[config.mk]
export PLATFORM = sky130hd
export DESIGN_NAME = regbank_ram
export DESIGN_NICKNAME = d
export VERILOG_FILES = /design/src/rtl/regbank_ram.sv
export SDC_FILE = /design/constraint.sdc
export NUM_CORES = 1
export LEC_CHECK = 0
export ABC_AREA = 1
export BUFFER_PORTS_ARGS = -buffer_cell sky130_fd_sc_hd__buf_2
export CORE_ASPECT_RATIO = 1.75
export CORE_UTILIZATION = 30
export DETAILED_ROUTE_END_ITERATION = 10
export PLACE_DENSITY = 0.58
export SLEW_MARGIN = 0
export SYNTH_ARGS = -nofsm -noshare
export SYNTH_HDL_FRONTEND = slang
export SYNTH_SLANG_ARGS = --single-unit
[constraint.sdc]
create_clock -name clk -period 2.4 [get_ports clk]
set_clock_uncertainty 0.1 [all_clocks]
set_input_delay 0.24 -clock clk [delete_from_list [all_inputs] [get_ports clk]]
set_output_delay 0.24 -clock clk [all_outputs]
set_load 0.05 [all_outputs]
[src/rtl/regbank_ram.sv]
module regbank_ram #(
  parameter int RAM_DEPTH = 64
) (
  input  logic       clk,
  input  logic       rst_n,
  input  logic       bank_cmd,
  input  logic       bank_val,
  input  logic       acc_en,
  input  logic       acc_wr,
  input  logic       acc_ind,
  input  logic       acc_ext,
  input  logic [2:0] reg_idx,
  input  logic [7:0] wr_data,
  output logic [7:0] rd_data,
  output logic [7:0] x_addr,
  output logic [7:0] x_wdata,
  output logic       x_rd_stb,
  output logic       x_wr_stb,
  input  logic [7:0] x_rdata,
  output logic [7:0] xrd_data
);
  localparam int AW      = $clog2(RAM_DEPTH);
  localparam int B1_BASE = 24;

  logic [7:0]    mem [RAM_DEPTH];
  logic          bank_q;
  logic [AW-1:0] win_base, reg_addr, ptr_loc, int_addr;
  logic [7:0]    ptr;
  logic          is_ext;

  assign win_base = bank_q ? AW'(B1_BASE) : AW'(0);
  assign reg_addr = win_base + AW'(reg_idx);
  assign ptr_loc  = win_base + AW'(reg_idx[0]);
  assign ptr      = mem[ptr_loc];
  assign int_addr = acc_ind ? ptr[AW-1:0] : reg_addr;
  assign rd_data  = mem[int_addr];

  assign is_ext   = acc_en & acc_ext;
  assign x_addr   = ptr;
  assign x_wdata  = wr_data;
  assign x_rd_stb = is_ext & ~acc_wr;
  assign x_wr_stb = is_ext & acc_wr;

  always_ff @(posedge clk or negedge rst_n) begin
    if (!rst_n) begin
      bank_q   <= 1'b0;
      xrd_data <= 8'h00;
    end else begin
      if (bank_cmd) bank_q <= bank_val;
      if (x_rd_stb) xrd_data <= x_rdata;
    end
  end

  always_ff @(posedge clk) begin
    if (acc_en && acc_wr && !acc_ext) mem[int_addr] <= wr_data;
  end
endmodule

== After elaboration in Yosys (flattened, before gate mapping) ==
Memories as Yosys holds them, arrays and structs flattened.
Cells that the tools add are included.
Storage, ports and cells
  flip-flop bits (word level): 9
  RAM bits: 512
  input bits: 27
  output and inout bits: 34
  memories: 1
Memories
  mem: depth 64, bits a word 8, rd ports 2, clocked after memory_dff 0, write ports 1, line 25  | logic [7:0] mem [RAM_DEPTH];
Cells by class
  add/subtract/negate cells: 2
  multiplexer cells: 4
  bitwise gates (word level): 4
  reductions and logical operators: 3
Operator list (number)
  $add 5x1->6: 1
  $add 5x3->6: 1
  $mux 6: 1
  $mux 5: 1
  $and 1x1->1: 3
  $logic_and 1x1->1: 2
  $mux 1: 2
  $logic_not 1->1: 1
  $not 1->1: 1

== Depth between registers and ports, before layout ==
An unclocked memory read counts as a cell.
  word-level depth: 5
  mapped depth: 18
  depth with buffers taken out: 16

== Least setup slack after synthesis ==
Ideal clock, no wire load.
  path kind: flip-flop to flip-flop
  start: register bank_q
  end: memory mem[26][0], enable pin
  setup time: 383 ps
  arrival: 2461 ps
  required time: 1917 ps
  slack: -545 ps
  cell stages (with the launch flop): 11
  path buffers: 1
  period minus slack after synthesis: 2945 ps
  cells stage by stage: dfrtp_1 buf_2 inv_2 o21ai_1 o22ai_2 nand2_1 nand2_4 inv_2 nor2_4 inv_2 nor3_1
Between the ends
  longest elaborated chain between the ends: 4
  elaborated cells on any way between the ends: 5
Ends and longest elaborated chain
  start: declaration: line 26  | logic bank_q;
  start signal: assignment: line 49  | if (bank_cmd) bank_q <= bank_val;
  $mux 5: line 31  | assign win_base = bank_q ? AW'(B1_BASE) : AW'(0);
  $add 5x1->6: line 33  | assign ptr_loc = win_base + AW'(reg_idx[0]);
  $mem_v2 64x8
  named net x_addr[3]: line 15  | output logic [7:0] x_addr,
  $mux 6: line 35  | assign int_addr = acc_ind ? ptr[AW-1:0] : reg_addr;
  end: declaration: line 25
The timed path passes the listed nets, and every way through them passes these cells.

== Worst setup path in the final report ==
  start: register bank_q
  end: output port rd_data[0]
Between the ends
  longest elaborated chain between the ends: 5
Ends and longest elaborated chain
  $mux 5 (*): line 31
  $add 5x1->6: line 33
  $mem_v2 64x8
  $mux 6 (*): line 35
  $mem_v2 64x8
  end: declaration: line 14  | output logic [7:0] rd_data,
Mark *: on every way between the ends. The rest lies on a longest branch, timed or not.

==> run summary <==
Reg clk slew, reported paths -> 0.08 ns
CP endpoint kind -> primary output
Fill count -> 7365
Clk Latency, worst-skew pair -> 0.60 ns
R2R depth -> 13
Critical Path AT -> 2.97 ns
Setup ws final -> -0.906 ns
Most used DFF post-synth -> edfxtp_1
Most used cell, CP -> buf_4
DR vias -> 17700
Critical Path Fanout Max -> 6
Routability Congestion -> 0.902
CP startpoint kind -> flip-flop
CP max stage cell -> dfrtp_2
RSZ-0062 raised after global routing -> true
Layout Nets -> 2685
Clock Power Share -> 34.4%
Initial Utilization -> 30.3%
WP data required -> 2.06 ns
Reg power frac -> 47.9%
WL final -> 75.8 mm
PwrDens -> 681 nW/um^2
CTS tree -> yes
Worst min-delay path class -> in -> reg
Total track usage -> 19.3%
Comb power frac -> 17.7%
Hold Crit Start -> acc_wr
Fmax -> 303 MHz
Clock sink total -> 521
Tmin final -> 3.31 ns
Die width -> 212 um
Hold Slack -> -0.00252 ns
Post-synthesis register bit count -> 521
Yosys cell types -> 28
Core area -> 76500 um^2
WP depth -> 15
CTS Buffer Depth -> 3
DR vias/cell -> 4.77
FF-to-FF setup slack -> -0.22 ns
Placed cell areas -> 27400 um^2
Cell Int Power -> 0.0152 W
Worst hold path depth -> 5
Area added between synthesis and finish -> 32.9%
Crit-path cells -> clkinv_4 -> buf_4 -> buf_4 -> o21ai_2 -> o22ai_4 -> nand2_4 -> buf_8 -> nor3_4 -> buf_12 -> buf_4 -> nand2_1 -> nand2_1 -> nor2_4 -> nand2_4 -> buf_8
Die area -> 78500 um^2
Pre-antenna DRT Iters -> 6
Total of max-cap violations -> 0
Final instance area -> 30800 um^2
Sw Ratio -> 27.6%
Sw power -> 0.00580 W
Drt wl/cell -> 20.4 um
Post-Syn Instances -> 2341
Worst r2r src -> bank_q
Synthesized area -> 23200 um^2
Largest net degree at the start of global routing -> 66
Proportion of layout cells with a drive suffix above 1 -> 25.9%
Worst Path Buf+Inv -> 7
Post-layout utilization of the core -> 40.3%
Reg-to-Reg End -> mem[50][7]
First-pass GRT wire length -> 111 mm
Mapped Avg Cell Area -> 9.91 um^2
CP Class -> reg -> out
Slew @ Worst Pin -> 0.504 ns
Root buffer cell -> clkbuf_16
YS warnings -> 0
Initial detailed-routing violation count -> 1492
Ys async rst share -> 1.73%
Final setup viols -> 489
Final ANT Viol Nets -> 0
Num rows -> 134
Status -> finished, violations left
CP peak stage delay -> 0.46 ns
Num CTS Buffers -> 45
Failing checks -> hold timing, setup timing
Final hold vios -> 1
DRC errors left -> 0
H-tree depth -> 2
Syn_nets -> 2368
PortBufs -> 60
Cell family with most CP delay -> buffers and inverters
IO Pins -> 61
Chip height -> 370 um
Max_slew headroom -> 66.3%
Hpwl dp -> 49.8 mm
WHS Endpoint -> xrd_data[4]
Post-synthesis sequential area ratio -> 67.2%
Post-synth EDFFs -> 512
Final Slew Violations -> 0
Vias in the first global route -> 17500
Maximum VDD drop -> 0.000604 V
Fin crit share -> 138%
Leakage power -> 12.8 nW
Grt total ovfl -> 0
Initial antenna violation count -> 0
==> power by group through the flow <==
stage          Sequential [W]  Combinational (W)  Clock (W)
2_1_floorplan          0.0103            0.00162          0
3_3_place_gp           0.0102            0.00304          0
3_5_place_dp           0.0102            0.00304          0
4_1_cts                0.0100            0.00351    0.00733
5_1_grt                0.0100            0.00395    0.00763
6_report               0.0100            0.00372    0.00723
==> layer usage <==
layer | wire, um | vias up | global-route usage, %
li1 | - | 8363 | -
met1 | 26800 | 8614 | 20.7
met2 | 41500 | 519 | 36.3
met3 | 2850 | 209 | 1.73
met4 | 4690 | 0 | 11.3
met5 | 0 | - | 0
==> final cells by class <==
cell class              count  area [um^2]  area share (%)
multi-input cells        1630         7690            25.0
flip-flops and latches    521        15600            50.6
inverters                  61          262           0.848
clock buffers              53         1160            3.75
well taps                1020         1280            4.14
diodes                      1         2.50         0.00812
clock inverters            28          246           0.799
repair buffers            399         4590            14.9
==> per-stage QoR <==
step	std cells	setup slack (ns)	total power (W)	TNS (ns)
6_report	3713	-0.906	0.0210	-62.95
5_1_grt	3712	-0.990	0.0216	-96.60
3_5_place_dp	3567	-0.587	0.0133	-121.48
4_1_cts	3696	-0.866	0.0209	-74.38
3_3_place_gp	3567	-0.562	0.0133	-117.07
2_1_floorplan	2341	-0.0380	0.0119	-2.52
==> how the worst max path moves through the flow <==
stage / to / startpoint
final: rd_data[0] / bank_q
after global routing: rd_data[0] / bank_q
after CTS: rd_data[1] / bank_q
after detailed placement: rd_data[2] / reg_idx[0]
after global placement: rd_data[2] / reg_idx[0]
after floorplan: mem[17][0] / reg_idx[0]
==> synth_stat cells (2+ instances only) <==
master    instances  area (um^2)
nand3_2           2         20.0
nor3_4            2         32.5
nand2_4           3         33.8
inv_1            49          184
nor2_2            5         31.3
edfxtp_1        512        15400
nand2_2           6         37.5
o22ai_2           3         37.5
o21ai_1           7         35.0
inv_2            11         41.3
clkbuf_1         19         71.3
buf_6             6         67.6
nor2_1           91          342
nor2_4            4         45.0
buf_1            15         56.3
o22ai_1           2         12.5
nand3_1         253         1270
buf_2            56          280
dfrtp_1           9          225
nand2_1        1232         4620
or2_2             2         12.5
buf_4            35          263
nor3_1            6         30.0
o21ai_0           7         35.0
==> flip-flops by register name (all words and copies together) (netlist names) <==
signal	cells
bank_q	1
xrd_data	8
mem	512
==> kinds of logic after synthesis <==
logic type	share of synthesized area, %
compound gates	0.518
buf+inv	4.18
flops	67.2
simple gates	28.1
==> layout by cell type, fill, tap and decap left out, drive strengths merged <==
| cell | synthesis | routed |
|---|---|---|
| bufinv | 0 | 3 |
| inv | 61 | 64 |
| clkbuf | 19 | 59 |
| o21ai | 14 | 14 |
| bufbuf | 0 | 2 |
| dfrtp | 9 | 9 |
| clkinv | 0 | 20 |
| edfxtp | 512 | 512 |
| nor2 | 100 | 101 |
| or2 | 2 | 2 |
| nand4 | 1 | 1 |
| nand3 | 256 | 256 |
| o22ai | 5 | 5 |
| nand2 | 1241 | 1242 |
| dlygate4sd3 | 0 | 20 |
| buf | 112 | 371 |
| nor3 | 9 | 9 |
| diode | 0 | 1 |
| clkinvlp | 0 | 2 |
==> worst register-to-register path, cell delays in order (launching register included) <==
cell,delay [ns]
dfrtp_2,0.46
clkinv_4,0.08
buf_4,0.13
buf_4,0.11
o21ai_2,0.06
o22ai_4,0.16
nand2_4,0.09
buf_8,0.15
nor3_4,0.28
buf_12,0.17
buf_4,0.13
inv_4,0.09
nor2_4,0.13
buf_12,0.15
==> timing repair <==
item	in CTS	in global routing
pin swaps	45	68
endpoints found under the hold margin	53	0
setup buffers	19	10
resized for setup	151	149
hold buffers	20	0
cloned	13	7
setup endpoints to repair	521	522
Note: power is estimated with default switching activity, not from simulation.
